## config.mk

```make
export PLATFORM = sky130hd
export DESIGN_NAME = flash_sec_ctrl
export DESIGN_NICKNAME = d
export VERILOG_FILES = /design/src/rtl/fsec_pkg.sv /design/src/rtl/fsec_shadow.sv /design/src/rtl/fsec_keycmp.sv /design/src/rtl/fsec_state.sv /design/src/rtl/flash_sec_ctrl.sv
export SDC_FILE = /design/constraint.sdc
export NUM_CORES = 1
export LEC_CHECK = 0
export ABC_AREA = 1
export CORE_ASPECT_RATIO = 0.75
export CORE_MARGIN = 4
export CORE_UTILIZATION = 40
export DETAILED_ROUTE_END_ITERATION = 6
export PLACE_DENSITY = 0.95
export RECOVER_POWER = 100
export SYNTH_ARGS = -nofsm -noshare
export SYNTH_HDL_FRONTEND = slang
export SYNTH_HIERARCHICAL = 1
export SYNTH_SLANG_ARGS = --single-unit
```

## constraint.sdc

```tcl
create_clock -name clk -period 4.21 [get_ports clk]
set_input_delay 0.842 -clock clk [delete_from_list [all_inputs] [get_ports clk]]
set_output_delay 0.842 -clock clk [all_outputs]
set_load 0.01 [all_outputs]
```

## src/rtl/fsec_pkg.sv

```systemverilog
package fsec_pkg;
    localparam int BYTE_W     = 8;
    localparam int KEY_BYTES  = 8;
    localparam int KEYEN_BIT  = 7;
    localparam logic [1:0] SEC_OPEN = 2'b10;

    function automatic logic field_locked(input logic [1:0] f);
        return f != SEC_OPEN;
    endfunction

    typedef struct packed {
        logic [BYTE_W-1:0] prot;
        logic [BYTE_W-1:0] opt;
    } shadow_t;

    typedef struct packed {
        logic secure;
        logic unlocked;
        logic erased;
        logic fail;
    } sec_st_t;
endpackage

```

## src/rtl/fsec_shadow.sv

```systemverilog
module fsec_shadow
    import fsec_pkg::*;
(
    input  logic              clk,
    input  logic              rst_n,
    input  logic [BYTE_W-1:0] nv_prot_i,
    input  logic [BYTE_W-1:0] nv_opt_i,
    output logic [BYTE_W-1:0] prot_o,
    output logic [BYTE_W-1:0] opt_o
);
    shadow_t sh_d, sh_q;

    always_comb begin
        sh_d = sh_q;
        if (!rst_n) begin
            sh_d.prot = nv_prot_i;
            sh_d.opt  = nv_opt_i;
        end
    end

    always_ff @(posedge clk) sh_q <= sh_d;

    assign prot_o = sh_q.prot;
    assign opt_o  = sh_q.opt;


    shadow_hold_chk: assert property (@(posedge clk) disable iff (!rst_n)
        $past(rst_n) |-> $stable(sh_q));
endmodule

```

## src/rtl/fsec_keycmp.sv

```systemverilog
module fsec_keycmp
    import fsec_pkg::*;
#(
    parameter int NB = KEY_BYTES,
    parameter int BW = BYTE_W,
    localparam int IW = $clog2(NB)
)(
    input  logic           clk,
    input  logic           rst_n,
    input  logic           allow_i,
    input  logic           wr_i,
    input  logic           dbg_i,
    input  logic [IW-1:0]  idx_i,
    input  logic [BW-1:0]  data_i,
    input  logic [NB*BW-1:0] key_i,
    output logic           hit_o,
    output logic           miss_o
);
    localparam logic [IW-1:0] LAST = IW'(NB - 1);

    typedef struct packed {
        logic [IW-1:0] ptr;
        logic          miss;
        logic          lock;
    } kc_t;

    kc_t kc_d, kc_q;
    logic accept, bad_byte, miss_acc;
    logic [BW-1:0] want;

    assign want     = key_i[int'(kc_q.ptr)*BW +: BW];
    assign accept   = wr_i && !dbg_i && allow_i && !kc_q.lock;
    assign bad_byte = data_i != want;
    assign miss_acc = kc_q.miss || bad_byte;

    always_comb begin
        kc_d   = kc_q;
        hit_o  = 1'b0;
        miss_o = 1'b0;
        if (!rst_n) begin
            kc_d = '0;
        end else if (accept) begin
            if (idx_i != kc_q.ptr) begin
                miss_o    = 1'b1;
                kc_d.lock = 1'b1;
                kc_d.ptr  = '0;
                kc_d.miss = 1'b0;
            end else if (kc_q.ptr == LAST) begin
                hit_o     = !miss_acc;
                miss_o    = miss_acc;
                kc_d.lock = miss_acc;
                kc_d.ptr  = '0;
                kc_d.miss = 1'b0;
            end else begin
                kc_d.ptr  = kc_q.ptr + 1'b1;
                kc_d.miss = miss_acc;
            end
        end
    end

    always_ff @(posedge clk) kc_q <= kc_d;


    dbg_ignored_chk: assert property (@(posedge clk) disable iff (!rst_n)
        (wr_i && dbg_i) |=> $stable(kc_q));

    lockout_sticky_chk: assert property (@(posedge clk) disable iff (!rst_n)
        kc_q.lock |=> kc_q.lock);

    locked_silent_chk: assert property (@(posedge clk) disable iff (!rst_n)
        kc_q.lock |-> !(hit_o || miss_o));
endmodule

```

## src/rtl/fsec_state.sv

```systemverilog
module fsec_state
    import fsec_pkg::*;
(
    input  logic clk,
    input  logic rst_n,
    input  logic rst_locked_i,
    input  logic wk_locked_i,
    input  logic key_en_i,
    input  logic key_hit_i,
    input  logic key_miss_i,
    input  logic mass_erase_i,
    input  logic blank_done_i,
    input  logic blank_pass_i,
    output logic secure_o,
    output logic fail_o
);
    sec_st_t st_d, st_q;
    logic blank_unlock;

    assign blank_unlock = blank_done_i && blank_pass_i && st_q.erased;

    always_comb begin
        st_d = st_q;
        if (!rst_n) begin
            st_d.unlocked = 1'b0;
            st_d.erased   = 1'b0;
            st_d.fail     = 1'b0;
            st_d.secure   = rst_locked_i;
        end else begin
            st_d.unlocked = st_q.unlocked || key_hit_i || blank_unlock;
            if (mass_erase_i)
                st_d.erased = 1'b1;
            else if (blank_done_i)
                st_d.erased = 1'b0;
            st_d.fail   = key_miss_i;
            st_d.secure = wk_locked_i && !st_d.unlocked;
        end
    end

    always_ff @(posedge clk) st_q <= st_d;

    assign secure_o = st_q.secure;
    assign fail_o   = st_q.fail;


    unlock_sticky_chk: assert property (@(posedge clk) disable iff (!rst_n)
        !secure_o |=> !secure_o);

    open_field_chk: assert property (@(posedge clk) disable iff (!rst_n)
        !wk_locked_i |-> !secure_o);

    keyoff_nofail_chk: assert property (@(posedge clk) disable iff (!rst_n)
        !key_en_i |-> !fail_o);

    fail_pulse_chk: assert property (@(posedge clk) disable iff (!rst_n)
        fail_o |=> !fail_o);
endmodule

```

## src/rtl/flash_sec_ctrl.sv

```systemverilog
module flash_sec_ctrl
    import fsec_pkg::*;
#(
    parameter int NB = KEY_BYTES,
    parameter int BW = BYTE_W,
    localparam int IW = $clog2(NB)
)(
    input  logic             clk,
    input  logic             rst_n,
    input  logic [BW-1:0]    nv_prot_i,
    input  logic [BW-1:0]    nv_opt_i,
    input  logic [NB*BW-1:0] nv_key_i,
    input  logic             key_wr_i,
    input  logic             key_dbg_i,
    input  logic [IW-1:0]    key_idx_i,
    input  logic [BW-1:0]    key_data_i,
    input  logic             mass_erase_i,
    input  logic             blank_done_i,
    input  logic             blank_pass_i,
    output logic             secure_o,
    output logic             debug_block_o,
    output logic             key_fail_o,
    output logic             prot_en_o,
    output logic [BW-2:0]    prot_start_o,
    output logic [BW-1:0]    opt_o
);
    logic [BW-1:0] wk_prot, wk_opt;
    logic key_en, hit, miss;

    fsec_shadow u_shadow (
        .clk(clk), .rst_n(rst_n),
        .nv_prot_i(nv_prot_i), .nv_opt_i(nv_opt_i),
        .prot_o(wk_prot), .opt_o(wk_opt)
    );

    assign key_en = wk_opt[KEYEN_BIT];

    fsec_keycmp #(.NB(NB), .BW(BW)) u_keycmp (
        .clk(clk), .rst_n(rst_n),
        .allow_i(key_en && secure_o),
        .wr_i(key_wr_i), .dbg_i(key_dbg_i),
        .idx_i(key_idx_i), .data_i(key_data_i), .key_i(nv_key_i),
        .hit_o(hit), .miss_o(miss)
    );

    fsec_state u_state (
        .clk(clk), .rst_n(rst_n),
        .rst_locked_i(field_locked(nv_opt_i[1:0])),
        .wk_locked_i(field_locked(wk_opt[1:0])),
        .key_en_i(key_en),
        .key_hit_i(hit), .key_miss_i(miss),
        .mass_erase_i(mass_erase_i),
        .blank_done_i(blank_done_i), .blank_pass_i(blank_pass_i),
        .secure_o(secure_o), .fail_o(key_fail_o)
    );

    assign debug_block_o = secure_o;
    assign prot_en_o     = !wk_prot[0];
    assign prot_start_o  = wk_prot[BW-1:1];
    assign opt_o         = wk_opt;


    dbg_gate_chk: assert property (@(posedge clk) disable iff (!rst_n)
        debug_block_o == secure_o);
endmodule

```

After elaboration in Yosys (flattened, before gate mapping)
Cells that the tools add are included.
{ "op_classes": {"shift": 1, "reduce_logical": 19, "n_addsub": 1, "n_eq_ne": 5, "n_mux": 13} }
{ "ops": {"columns": ["cell", "n"], "rows": [
  ["$shiftx A64 B7 Y8", 1],
  ["$mux W1", 10],
  ["$mux W4", 2],
  ["$ne A8 B8 Y1", 1],
  ["$logic_and A1 B1 Y1", 7],
  ["$logic_not A1 Y1", 5],
  ["$mux W5", 1],
  ["$ne A2 B2 Y1 const B", 2],
  ["$reduce_and A2 Y1", 2],
  ["$reduce_bool A2 Y1", 2],
  ["$add A3 B1 Y3 const B", 1],
  ["$eq A3 B3 Y1 const B", 1],
  ["$logic_or A1 B1 Y1", 3],
  ["$ne A3 B3 Y1", 1]
]} }
{ "word_totals": {"regBits": 25, "output_inout_bits": 19} }

Logic depth before layout (Yosys ltp)
Gate-level depths: netlist of the first run.
{ "logic_depth": {"word_depth": 13, "depth_mapped": 18, "depth_no_buf": 16} }

By module
The synthesis of the first run kept the hierarchy.
{ "by_module_without_submodules": {"columns": ["mod", "instances", "cells_per_inst", "area_each_um2", "seq_area_each_um2"], "rows": [
  ["fsec_keycmp", 1, 248, 1202.4, 100.1],
  ["fsec_shadow", 1, 17, 484.2, 480.5],
  ["fsec_state", 1, 18, 137.6, 80.1],
  ["flash_sec_ctrl", 1, 8, 33.8, 0.0]
]} }

Worst setup path after synthesis of the first run
OpenSTA, ideal clock, no wires.
{ "synth_path": {"path_type": "in2reg", "start": "input nv_key_i[3]", "end": "register u_state.st_q (netlist bit u_state/secure_o)", "t_arrival_ns": 1.780, "path_stages": 16, "slack_ns": 2.317, "path_buffers": 0, "path_cell_list": "nor2_1 > nor2_1 > nand2_1 > nand2_1 > nand2_1 > nand2_1 > nand2_1 > nand2_1 > nor2_1 > inv_1 > nor2_2 > nand3_1 > nor2_1 > nor2_1 > nand3_1 > nand2_1"} }
{ "synth_lines": {"columns": ["element", "line_no", "source"], "rows": [
  ["start, declared", "flash_sec_ctrl.sv:12", "input logic [NB*BW-1:0] nv_key_i,"],
  ["end signal, assigned", "fsec_state.sv:40", "always_ff @(posedge clk) st_q <= st_d;"],
  ["end, declared", "fsec_state.sv:17", "sec_st_t st_d, st_q;"]
]} }

==> flow_metrics.tcl, run 1 <==
set metrics [dict create \
    outcome "completed" \
    drc_errors 0 \
    cp_slowest_cell "dfxtp_1" \
    cp.required_ns 4.39 \
    p_leak_nw 1.48 \
    startpoint_type "flip-flop" \
    rsz0062_at_grt "no" \
    core_um2 4470 \
    slowest_delay_ns 0.91 \
    async_flop_share 0 \
    cp-end-kind "flip-flop" \
    min_period_ns 2.54 \
    swShare 0.271 \
    io_pins 117 \
    worst-setup-path-type "reg -> reg" \
    reg2reg_slack_ns 1.67 \
    fp.dieW_um 86.7 \
    synth.most_common_cell "nand2_1" \
    syn_avg_cell_area_um2 6.38 \
    cts.sinks 25 \
    irDropWorstVdd_mv 0.171 \
    wirelength_um 5670 \
    grt-ovfl-total 0 \
    cts_buffers 3 \
    synth_top_family_by_area "simple AND/OR/NAND/NOR gates" \
    ctsHoldBuffers 0 \
    floorplan.initialDensity 0.416 \
    critPathArrivalTime_ns 2.72 \
    drv_slew 0 \
    synth-adder-area-share 0.0135 \
    ys_ff_latch 25 \
    first_pass_iters 4 \
    max_slew_margin 0.406 \
    cpMostUsedCell "nand2_1" \
    synth_cells 291 \
    synth_xor_area_frac 0.0141 \
    path_max_fanout 32 \
    dp.final_hpwl_um 4530 \
    crit_buf_inv 1 \
    yosysTopAreaCell "edfxtp_1" \
    globalplace.congestion 0.770 \
    final-hold-violation-count 0 \
    dpl.cell_count 453 \
    yosys-top-cells-area "edfxtp_1 (26%), nand2_1 (18%), inv_1 (12%), nand3_1 (11%), dfxtp_1 (9.7%)" \
    die_y_um 67.0 \
    synth-warning-count 6 \
    hold_class "reg -> reg" \
    htreeDepth 1 \
    wl_per_cell_um 12.4 \
    yosysTopAreaCellShare 0.259 \
    ctsResizeCount 0 \
    power_density_nw_per_um2 214 \
    synth_compound_gate_area_share 0.0633 \
    cts_tree "built" \
    p_seq_frac 0.449 \
    synthesis.area_um2 1860 \
    port_buffers 116 \
    final_antenna_net_count 0 \
    intPower_uw 473 \
    grt_pass1_wl_um 9000 \
    initialDrtViolationCount 147 \
    num_rows 21 \
    synth_edf_count 16 \
    fill_cells 380 \
    power_frac_clock 0.219 \
    antenna_found_initial 0 \
    switchingPower_uw 176 \
    synth_seq_area_share 0.356 \
    cts.path.max_buffers 2 \
    diodes 0 \
    max_freq_mhz 394 \
    fin_crit_sh 0.603 \
    clock_latency_ns 0.27 \
    fin_skew_ns 0.00196 \
    cap_viol_max_count 0 \
    syn-num-nets 391 \
    drive_gt1_frac 0.0150 \
    worstMarginPinSlew_ns 0.890 \
    fin_cells 457 \
    via_per_inst 4.64 \
    cts-root-buf "clkbuf_8" \
    area.growth.synth_to_final_pct 63.4 \
    grt_pass1_vias 2070 \
    synth_commonest_cells "nand2_1 (87), inv_1 (57), nand3_1 (39)" \
    tns_ns 0 \
    comb_power_share 0.332 \
    grt_max_degree 33 \
    clk_pin_slew_worst_paths_ns 0.09 \
    synthSimpleGateAreaFrac 0.376 \
    synth_mux_area_frac 0 \
    ys.flop_type "edfxtp_1" \
    layout.nets 501 \
    synth_cell_types 22 \
    post-cts-setup-buffers 0 \
    dieArea_um2 5810 \
    crit_family "simple AND/OR/NAND/NOR gates" \
    grt_use_total 0.193 \
    vias 2119 \
    setup_viol 0 \
    path_cells "inv_4, nand2_1, nand3_1, nand3_1, nand2_1, nand2_1, nand2_1, nor2_1, nand2_1, nor2_1, nand3_1, nor2_1, nor2_1, nand3_1, nand2_1" \
]
state kept, by name, summed over array words and instances (netlist names):
name	count
u_state/secure_o	1
u_shadow/opt_o	8
u_shadow/prot_o	8
u_keycmp/kc_q	5
u_state/fail_o	1
u_state/st_q	2
metal layers:
layer	wire length, um	GRT usage	up-vias	share of wire
li1	-	-	1108	-
met1	2290	0.233	942	0.40
met2	2970	0.351	60	0.52
met3	339	0.0396	9	0.060
met4	65	0.0467	0	0.011
met5	0	0	-	0
through the flow:
stage          setup slack [ns]  total power [mW]  cell area, um^2  hold WS [ns]   util
5_1_grt                    1.29             0.687             3040         0.524  0.680
3_5_place_dp               1.65             0.521             2990         0.464  0.670
2_1_floorplan              2.32             0.391             1860         0.422      -
6_report                   1.67             0.649             3040         0.511  0.680
4_1_cts                    1.70             0.661             3040         0.507  0.680
3_3_place_gp               1.69             0.514             2990         0.433  0.670
power groups by stage:
stage                     Sequential (mW)  Combinational (mW)  Clock, mW
final                               0.291               0.215      0.142
after global routing                0.294               0.239      0.154
after CTS                           0.292               0.225      0.144
after detailed placement            0.298               0.223          0
after global placement              0.296               0.218          0
after floorplan                     0.297              0.0937          0
path summary, 6_finish.rpt:
kind	from	endpoint	cells past startpoint
min	u_keycmp/kc_q[0]$_SDFFE_PN0P_	u_keycmp/kc_q[0]$_SDFFE_PN0P_	2
min reg2reg	u_keycmp/kc_q[0]$_SDFFE_PN0P_	u_keycmp/kc_q[0]$_SDFFE_PN0P_	2
max	u_keycmp/kc_q[2]$_SDFFE_PN0P_	u_state/secure_o$_DFF_P_	15
max reg2reg	u_keycmp/kc_q[2]$_SDFFE_PN0P_	u_state/secure_o$_DFF_P_	15
kinds of logic after synthesis:
group	Yosys count
buffers and inverters	71
and+or+nand+nor	169
adders and majority gates	2
AOI/OAI and AO/OA	21
xor gates and xnor gates	3
DFF	25
placed cells by master (no fill, tap or decap):
cell / count
o21ai_1: 6
xnor2_1: 3
dlygate4sd3_1: 37
nand2_1: 87
clkdlybuf4s50_1: 79
nor2_1: 39
a2111oi_0: 2
edfxtp_1: 16
nand3_1: 39
inv_4: 1
o21ai_0: 7
clkbuf_8: 3
ha_1: 2
nand3b_1: 2
clkinv_1: 1
or2_0: 1
and3_1: 1
o211ai_1: 2
a21oi_1: 4
clkinv_2: 1
inv_1: 57
buf_4: 1
dfxtp_1: 9
tightest hold or removal path: cells and delay by family (launching register included):
kind | cells | cell delay, ns
DFF | 1 | 0.34
and+or+nand+nor | 2 | 0.14
layout make-up:
| cell class | instances | area (um^2) | share of cell area |
|---|---|---|---|
| clock inverters | 1 | 5.00 | 0.00165 |
| multi-input cells | 195 | 865 | 0.285 |
| repair buffers | 117 | 1170 | 0.385 |
| flip-flops and latches | 25 | 661 | 0.218 |
| well taps | 57 | 71.3 | 0.0235 |
| inverters | 59 | 224 | 0.0738 |
| clock buffers | 3 | 41.3 | 0.0136 |
Power figures use the tool's default switching activity.
==> run 2, diff against run 1 <==
CORE_UTILIZATION = 37   (was 40)
PLACE_DENSITY = 0.9   (was 0.95)
clock period = 2.4 ns   (was 4.21 ns; I/O delays follow)
==> run 2 against run 1 <==
Net effect: register-to-register slack got worse by 1.3 ns; cell area increased by 1.2%; die area increased by 7.2%; utilization decreased by 4.9 points; via count about the same; combinational power increased by 81%; critical path type unchanged; highest routed layer unchanged.
==> flow_metrics.tcl, run 2 (synthesis gave the netlist of run 1 again) <==
set metrics [dict create \
    outcome "completed" \
    dp.final_hpwl_um 4540 \
    floorplan.initialDensity 0.381 \
    cts_tree "built" \
    initialDrtViolationCount 96 \
    fin_skew_ns 0.00335 \
    fin_crit_sh 0.838 \
    mostFrequentLayoutCell "nand2_1" \
    worst-setup-path-type "reg -> reg" \
    diodes 0 \
    wl_per_cell_um 11.9 \
    setup_viol 0 \
    cp.required_ns 2.57 \
    num_rows 22 \
    regArea_um2 661 \
    fp.dieW_um 89.8 \
    reg2reg_slack_ns 0.39 \
    via_per_inst 4.56 \
    globalplace.congestion 0.773 \
    die_y_um 69.4 \
    grt_max_degree 33 \
    ctsResizeCount 0 \
    cp-end-kind "flip-flop" \
    area.growth.synth_to_final_pct 65.3 \
    clk_pin_slew_worst_paths_ns 0.09 \
    max_slew_margin 0.576 \
    first_pass_iters 4 \
    worst_hold_slack_ns 0.472 \
    min_period_ns 2.01 \
    io_pins 117 \
    grt_pass1_wl_um 8890 \
    drv_slew 0 \
    cap_viol_max_count 0 \
    wirelength_um 5510 \
    irDropWorstVdd_mv 0.243 \
    grt-ovfl-total 0 \
    p_leak_nw 1.50 \
    core_um2 4870 \
    layout.nets 505 \
    drive_gt1_frac 0.0272 \
    grt_use_total 0.169 \
    vias 2117 \
    clock_latency_ns 0.27 \
    critPathArrivalTime_ns 2.18 \
    final_antenna_net_count 0 \
    post-cts-setup-buffers 0 \
    hold_class "reg -> reg" \
    port_buffers 116 \
    power_density_nw_per_um2 370 \
    antenna_found_initial 0 \
    dieArea_um2 6230 \
    ctsHoldBuffers 0 \
    max_freq_mhz 497 \
    final_area_um2 3070 \
    place_area_um2 3030 \
    final-hold-violation-count 0 \
    worstMarginPinSlew_ns 0.635 \
    fill_cells 432 \
    htreeDepth 1 \
    final_cell_mix "nand2_1 (87), clkdlybuf4s50_1 (80), inv_1 (57), nand3_1 (39), nor2_1 (38)" \
    path_max_fanout 14 \
    rsz0062_at_grt "no" \
    tns_ns 0 \
    grt_pass1_vias 1979 \
    cts-root-buf "clkbuf_8" \
    startpoint_type "flip-flop" \
    cts_buffers 3 \
    cts.sinks 25 \
    multiInputGateArea_um2 867 \
    drc_errors 0 \
    cts.path.max_buffers 2 \
]
## run 2: changes by cell type in the layout (fill, tap and decap cells not counted)
cell	before	now
nor2_1	39	38
buf_4	1	5
nor2_2	0	1
dlygate4sd3_1	37	36
clkdlybuf4s50_1	79	80
## run 2: worst max-delay path, cell delays in order, from the launching register on
cell     delay (ns)
dfxtp_1        0.46
inv_1          0.28
nand3_1        0.16
nand2_1        0.07
nand2_1        0.06
nand2_1        0.07
nand2_1        0.06
nand2_1        0.05
nor2_1         0.08
inv_1          0.05
nor2_2         0.13
nand3_1        0.10
nor2_1         0.11
nor2_1         0.08
nand3_1        0.09
nand2_1        0.06
## run 2: routing by layer
layer | track usage | part of all wire | wire length (um)
met4 | 0.0374 | 0.010 | 56
met2 | 0.321 | 0.51 | 2810
met3 | 0.0423 | 0.073 | 401
met1 | 0.192 | 0.41 | 2250
met5 | 0 | 0 | 0
## run 2: power breakdown
group          internal, mW  switching [mW]  total (mW)
sequential            0.489          0.0123       0.501
clock                 0.116           0.132       0.248
combinational         0.229           0.159       0.389
total                 0.834           0.303        1.14
## run 2: cell type report
type	count	share of cell area
Clock inverter	1	0.00163
Clock buffer	3	0.0134
Inverter	59	0.0729
Timing Repair Buffer	121	0.390
Tap cell	60	0.0244
Multi-Input combinational cell	195	0.282
Sequential cell	25	0.215
## run 2: metrics by stage
step | total power, mW | worst slack (ns) | util | std cells
after global placement | 0.906 | 0.282 | 0.621 | 460
after CTS | 1.17 | 0.397 | 0.630 | 464
after global routing | 1.21 | 0.0855 | 0.630 | 464
after detailed placement | 0.917 | 0.213 | 0.621 | 460
final | 1.14 | 0.388 | 0.630 | 464
after floorplan | 0.685 | 0.756 | - | 291
## run 2: path summary, 6_finish.rpt
path,start,to,depth (start not counted)
worst min-delay path,u_keycmp/kc_q[0]$_SDFFE_PN0P_,u_keycmp/kc_q[0]$_SDFFE_PN0P_,2
worst max-delay path,u_keycmp/kc_q[3]$_SDFFE_PN0P_,u_state/secure_o$_DFF_P_,15
worst max register to register,u_keycmp/kc_q[3]$_SDFFE_PN0P_,u_state/secure_o$_DFF_P_,15
worst min register to register,u_keycmp/kc_q[0]$_SDFFE_PN0P_,u_keycmp/kc_q[0]$_SDFFE_PN0P_,2
